[src/rtl/wf_pkg.sv]
package wf_pkg;
  typedef enum logic [1:0] {
    SZ_BYTE = 2'b00,
    SZ_HALF = 2'b01,
    SZ_WORD = 2'b10,
    SZ_RSVD = 2'b11
  } wf_size_e;

  // reserved code is folded onto the full-word transfer
  function automatic wf_size_e fold_size(input logic [1:0] code);
    if (code == SZ_RSVD) return SZ_WORD;
    return wf_size_e'(code);
  endfunction
endpackage

[src/rtl/wf_lane_map.sv]
module wf_lane_map
  import wf_pkg::*;
#(
  parameter int DATA_W = 32,
  parameter int ADDR_W = 32,
  localparam int LANES = DATA_W / 8,
  localparam int SEL_W = $clog2(LANES)
) (
  input  wf_size_e          size,
  input  logic [ADDR_W-1:0] addr,
  input  logic [DATA_W-1:0] data,
  output logic [LANES-1:0]  lane_en,
  output logic [DATA_W-1:0] lane_data
);
  localparam int HALF = LANES / 2;

  logic [SEL_W-1:0] byte_sel;
  logic             half_sel;

  // offset 0 addresses the most significant lane
  assign byte_sel = SEL_W'(LANES - 1) - addr[SEL_W-1:0];
  assign half_sel = ~addr[0];

  genvar g;
  generate
    for (g = 0; g < LANES; g++) begin : g_lane
      logic       en;
      logic [7:0] src;
      always_comb begin
        unique case (size)
          SZ_BYTE: begin
            en  = (byte_sel == SEL_W'(g));
            src = data[7:0];
          end
          SZ_HALF: begin
            en  = ((g >= HALF) == half_sel);
            src = data[8*(g % HALF) +: 8];
          end
          default: begin
            en  = 1'b1;
            src = data[8*g +: 8];
          end
        endcase
      end
      assign lane_en[g]         = en;
      assign lane_data[8*g +: 8] = en ? src : 8'h00;
    end
  endgenerate
endmodule

[src/rtl/wf_crc.sv]
module wf_crc #(
  parameter int                MSG_W = 80,
  parameter int                CRC_W = 16,
  parameter logic [CRC_W-1:0]  POLY  = 16'h1021,
  parameter logic [CRC_W-1:0]  INIT  = 16'hFFFF
) (
  input  logic [MSG_W-1:0] msg,
  output logic [CRC_W-1:0] crc
);
  logic [CRC_W-1:0] acc;
  logic             fb;

  always_comb begin
    acc = INIT;
    fb  = 1'b0;
    for (int i = MSG_W - 1; i >= 0; i--) begin
      fb  = acc[CRC_W-1] ^ msg[i];
      acc = {acc[CRC_W-2:0], 1'b0};
      if (fb) acc = acc ^ POLY;
    end
    crc = acc;
  end
endmodule

[src/rtl/wf_shifter.sv]
module wf_shifter #(
  parameter int FRAME_W = 96,
  localparam int CNT_W = $clog2(FRAME_W)
) (
  input  logic               clk,
  input  logic               rst,
  input  logic               load,
  input  logic [FRAME_W-1:0] frame,
  output logic               busy,
  output logic               ser_bit,
  output logic               done
);
  localparam logic [CNT_W-1:0] LAST = CNT_W'(FRAME_W - 1);

  logic [FRAME_W-1:0] sh_q;
  logic [CNT_W-1:0]   cnt_q;
  logic               busy_q;
  logic               done_q;

  always_ff @(posedge clk) begin
    if (rst) begin
      sh_q   <= '0;
      cnt_q  <= '0;
      busy_q <= 1'b0;
      done_q <= 1'b0;
    end else begin
      done_q <= 1'b0;
      if (load) begin
        sh_q   <= frame;
        cnt_q  <= '0;
        busy_q <= 1'b1;
      end else if (busy_q) begin
        if (cnt_q == LAST) begin
          busy_q <= 1'b0;
          done_q <= 1'b1;
        end else begin
          sh_q  <= {sh_q[FRAME_W-2:0], 1'b0};
          cnt_q <= cnt_q + 1'b1;
        end
      end
    end
  end

  assign busy    = busy_q;
  assign ser_bit = sh_q[FRAME_W-1];
  assign done    = done_q;
endmodule

[src/rtl/wr_frame_tx.sv]
module wr_frame_tx
  import wf_pkg::*;
#(
  parameter int               HDR_W    = 16,
  parameter int               ADDR_W   = 32,
  parameter int               DATA_W   = 32,
  parameter int               CRC_W    = 16,
  parameter logic [CRC_W-1:0] CRC_POLY = 16'h1021,
  parameter logic [CRC_W-1:0] CRC_INIT = 16'hFFFF,
  localparam int LANES   = DATA_W / 8,
  localparam int MSG_W   = HDR_W + ADDR_W + DATA_W,
  localparam int FRAME_W = MSG_W + CRC_W
) (
  input  logic              clk,
  input  logic              rst,
  input  logic              in_valid,
  output logic              in_ready,
  input  logic [HDR_W-1:0]  in_hdr,
  input  logic [ADDR_W-1:0] in_addr,
  input  logic [DATA_W-1:0] in_data,
  input  logic [1:0]        in_size,
  output logic [LANES-1:0]  byte_en,
  output logic              ser_valid,
  output logic              ser_bit,
  output logic              done
);
  wf_size_e           size_eff;
  logic               accept;
  logic               busy;
  logic [HDR_W-1:0]   hdr_f;
  logic [LANES-1:0]   be_c;
  logic [DATA_W-1:0]  data_c;
  logic [MSG_W-1:0]   msg;
  logic [CRC_W-1:0]   crc;
  logic [LANES-1:0]   be_q;

  assign size_eff = fold_size(in_size);
  assign accept   = in_valid & ~busy;
  assign hdr_f    = {in_hdr[HDR_W-1:2], size_eff};

  wf_lane_map #(.DATA_W(DATA_W), .ADDR_W(ADDR_W)) u_lane (
    .size      (size_eff),
    .addr      (in_addr),
    .data      (in_data),
    .lane_en   (be_c),
    .lane_data (data_c)
  );

  assign msg = {hdr_f, in_addr, data_c};

  wf_crc #(.MSG_W(MSG_W), .CRC_W(CRC_W), .POLY(CRC_POLY), .INIT(CRC_INIT)) u_crc (
    .msg (msg),
    .crc (crc)
  );

  wf_shifter #(.FRAME_W(FRAME_W)) u_shift (
    .clk     (clk),
    .rst     (rst),
    .load    (accept),
    .frame   ({msg, crc}),
    .busy    (busy),
    .ser_bit (ser_bit),
    .done    (done)
  );

  always_ff @(posedge clk) begin
    if (rst)         be_q <= '0;
    else if (accept) be_q <= be_c;
  end

  assign in_ready  = ~busy;
  assign ser_valid = busy;
  assign byte_en   = be_q;
endmodule

[config.mk]
export PLATFORM = sky130hd
export DESIGN_NAME = wr_frame_tx
export DESIGN_NICKNAME = d
export VERILOG_FILES = /design/src/rtl/wf_pkg.sv /design/src/rtl/wf_lane_map.sv /design/src/rtl/wf_crc.sv /design/src/rtl/wf_shifter.sv /design/src/rtl/wr_frame_tx.sv
export SDC_FILE = /design/constraint.sdc
export NUM_CORES = 1
export LEC_CHECK = 0
export CAP_MARGIN = 10
export CORE_ASPECT_RATIO = 0.7
export CORE_MARGIN = 5
export CORE_UTILIZATION = 40
export DETAILED_ROUTE_END_ITERATION = 12
export DONT_BUFFER_PORTS = 1
export PLACE_DENSITY_LB_ADDON = 0.05
export SETUP_SLACK_MARGIN = 0.4
export SLEW_MARGIN = 20
export SYNTH_ARGS = -nofsm -noshare
export SYNTH_HDL_FRONTEND = slang
export SYNTH_HIERARCHICAL = 1
export SYNTH_SLANG_ARGS = --single-unit
[constraint.sdc]
create_clock -name clk -period 6.5 [get_ports clk]
set_input_delay 1.625 -clock clk [delete_from_list [all_inputs] [get_ports clk]]
set_output_delay 1.625 -clock clk [all_outputs]
set_load 0.05 [all_outputs]
==> results.cfg <==
[run_status]
run_status = complete, no violations

[logic_synthesis]
ys_types = 56
ys_warn_count = 6
avgSynthCellArea_um2 = 8.090
yosys_most_used_dff = dfxtp_1
postSynth.asyncResetShare_pct = 0
syn_nets = 1460
synth_seq_area_share_pct = 19.63
syn-cell-area_um2 = 11120
synthCells = 1374
ys_seq_elements = 109
synth-edff-count = 0

[floorplan]
ios = 93
core_um2 = 27630
die_w_um = 209.2
chipHeight_um = 149.5
die_area_um2 = 31280
rows = 51
start_util_pct = 40.23

[sta]
finalMaxSlewViolations = 0
fin_ws_ns = 0.7544
fmaxAchievable_ghz = 0.1740
fin_setup_tns_ns = 0
setup_viol = 0
period_minus_slack_ns = 5.746
layout_worst_path_cycle_share_pct = 88.39
rsz0062_at_grt = false
finClkSkew_ns = 0.01112
relSlewSlack_pct = 25.19
worstMarginPinSlew_ns = 1.107
hold_viol = 0

[clock_network]
clk_pin_slew_ns = 0.08
h-tree-depth = 3
cts_hold_buffers = 0
clock-root-buffer = clkbuf_16
cts_resized = 0
post_cts.repair.setup_buffers = 0
cts_inserted_buffers = 9
clockBufferDepth = 2
tritoncts = yes
clk_latency_ns = 0.39
cts.sinks = 109

[routing]
drt_pass1_iterations = 6
antenna_left = 0
vias_per_cell = 5.547
drc = 0
initialDrtViolationCount = 803
route.vias.total = 9170
finalWirelength_um = 34180
wl_per_cell_um = 20.68

[cells_and_area]
multi_input_area_um2 = 7602
final_cell_mix = nand2_1, inv_1, a21oi_1
final_common_cell = nand2_1
antenna_cells = 0
area_delta_synth_final_pct = 3.140
num-nets-final = 1363
layout.area.seq_um2 = 2190
post_route_cells_drive_above_1_share_pct = 6.318
fin_util_pct = 41.49
fillers = 2826

[setup_path]
reg2reg_depth = 3
critPathSlowestCell = xnor3_1
critical_path.top_delay_family = XOR/XNOR gates
required_ns = 6.78
end_kind = flip-flop
crit_top_cell = xnor2_1
r2r_slack_ns = 3.65
cp_max_fo = 30
cp_slowest_stage_delay_ns = 0.47
cp-start-kind = input port
crit_type = input port to flip-flop
crit_buf_inv = 3
path_cells = nor2b_2 > buf_4 > mux2i_1 > o41ai_1 > buf_4 > xor2_1 > xnor2_1 > xnor2_1 > xnor2_1 > xnor3_1 > xnor2_1 > xnor2_2 > xnor3_1 > xnor2_1 > xnor3_1 > inv_1 > a21oi_1 > o31a_1
rr_endpoint = u_shift/done
rr_startpoint = u_shift/busy
cp.arrival_ns = 6.02

[placed_design]
place.port_buffers = 0
dpl.hpwl_um = 22340
gp_congestion = 0.8020
post-place-ws_ns = 0.3728

[global_routing]
grt_max_degree = 196
grt_antenna_before_repair = 0
overflow = 0
gr-usage-all-layers_pct = 21.58
grt_pass1_wl_um = 53300
grt_pass1_vias = 8785

[hold_path]
hold_path_depth = 2
hold_end = u_shift/cnt_q[1]
worstHoldStart = u_shift/cnt_q[1]
hold_class = flip-flop to flip-flop

[run]
max_cap_viol_count = 0
[worst max path at each step]
stage,from,end,slack [ns],cells past startpoint
2_1_floorplan,in_hdr[5],u_shift/sh_q[3],0.79,13
3_3_place_gp,in_size[0],u_shift/sh_q[6],0.38,18
3_5_place_dp,in_size[0],u_shift/sh_q[6],0.37,18
4_1_cts,in_size[0],u_shift/sh_q[6],0.75,18
5_1_grt,in_size[0],u_shift/sh_q[13],0.50,18
6_report,in_size[0],u_shift/sh_q[6],0.75,18
[final cells by class]
cell class	count	share of cell area (%)
Clock buffer	10	2.084
Clock inverter	6	0.3929
Inverter	193	6.319
Multi-Input combinational cell	939	66.31
Sequential cell	109	19.10
Tap cell	371	4.049
Timing Repair Buffer	25	1.746
[worst min-delay path, delay by kind of cell (launching register included)]
family,cells,cell delay (ns)
flip-flops,1,0.34
multiplexers,1,0.06
AND/OR/NAND/NOR,1,0.06
[logic make-up (layout without fill, tap and decap cells)]
group | after synthesis | after routing | share of synthesized area [%]
compound gates | 436 | 436 | 27.00
xor+xnor | 235 | 235 | 29.36
fa+ha+maj | 1 | 1 | 0.1125
buf+inv | 326 | 234 | 12.21
flops | 109 | 109 | 19.63
mux | 21 | 21 | 1.891
simple gates | 246 | 246 | 9.793
[per-layer routing]
layer,GRT usage (%),routed length [µm]
met1,33.55,17620
met2,31.61,14550
met3,3.877,1772
met4,3.424,241
met5,0,0
[through the flow]
step	cell area (µm²)	hold slack (ns)	cells
2_1_floorplan	11120	0.4526	1374
3_3_place_gp	11180	0.4884	1637
3_5_place_dp	11180	0.4906	1637
4_1_cts	11460	0.5089	1653
5_1_grt	11460	0.5315	1653
6_report	11460	0.5079	1653
[Yosys cell counts (2+ instances only)]
master	instances	area, µm²
xnor3_2	10	237.7
xnor2_2	7	113.9
or3_1	3	18.77
buf_6	3	33.78
o21ai_0	10	50.05
nand2b_1	6	37.54
or3b_2	2	17.52
xor2_1	39	341.6
clkbuf_1	66	247.7
xnor2_4	2	55.05
xnor3_1	51	1149
xnor3_4	2	52.55
nand2_1	206	773.2
a31oi_1	10	62.56
a21boi_0	8	60.06
o31a_1	95	832.1
or3b_1	8	70.07
mux2i_1	21	210.2
o41ai_1	8	70.07
and3_1	3	18.77
xor3_4	2	55.05
o21ai_1	5	25.02
buf_2	49	245.2
nand4bb_1	4	45.04
xnor2_1	109	954.7
o32ai_1	95	832.1
nand3_1	3	15.01
inv_1	192	720.7
buf_4	13	97.59
xor3_1	10	237.7
a21oi_1	191	955.9
a22oi_1	8	60.06
dfxtp_1	109	2182
xor3_2	2	50.05
[flip-flops by register name, indices dropped and copies added, names as in the netlist]
| register | count |
|---|---|
| u_shift/cnt_q | 7 |
| u_shift/busy | 1 |
| u_shift/sh_q | 96 |
| u_shift/done | 1 |
| byte_en | 4 |
Power is left out: the tool's default activity adds up to more than one toggle a clock period on the data nets, which glitch-free logic cannot reach.
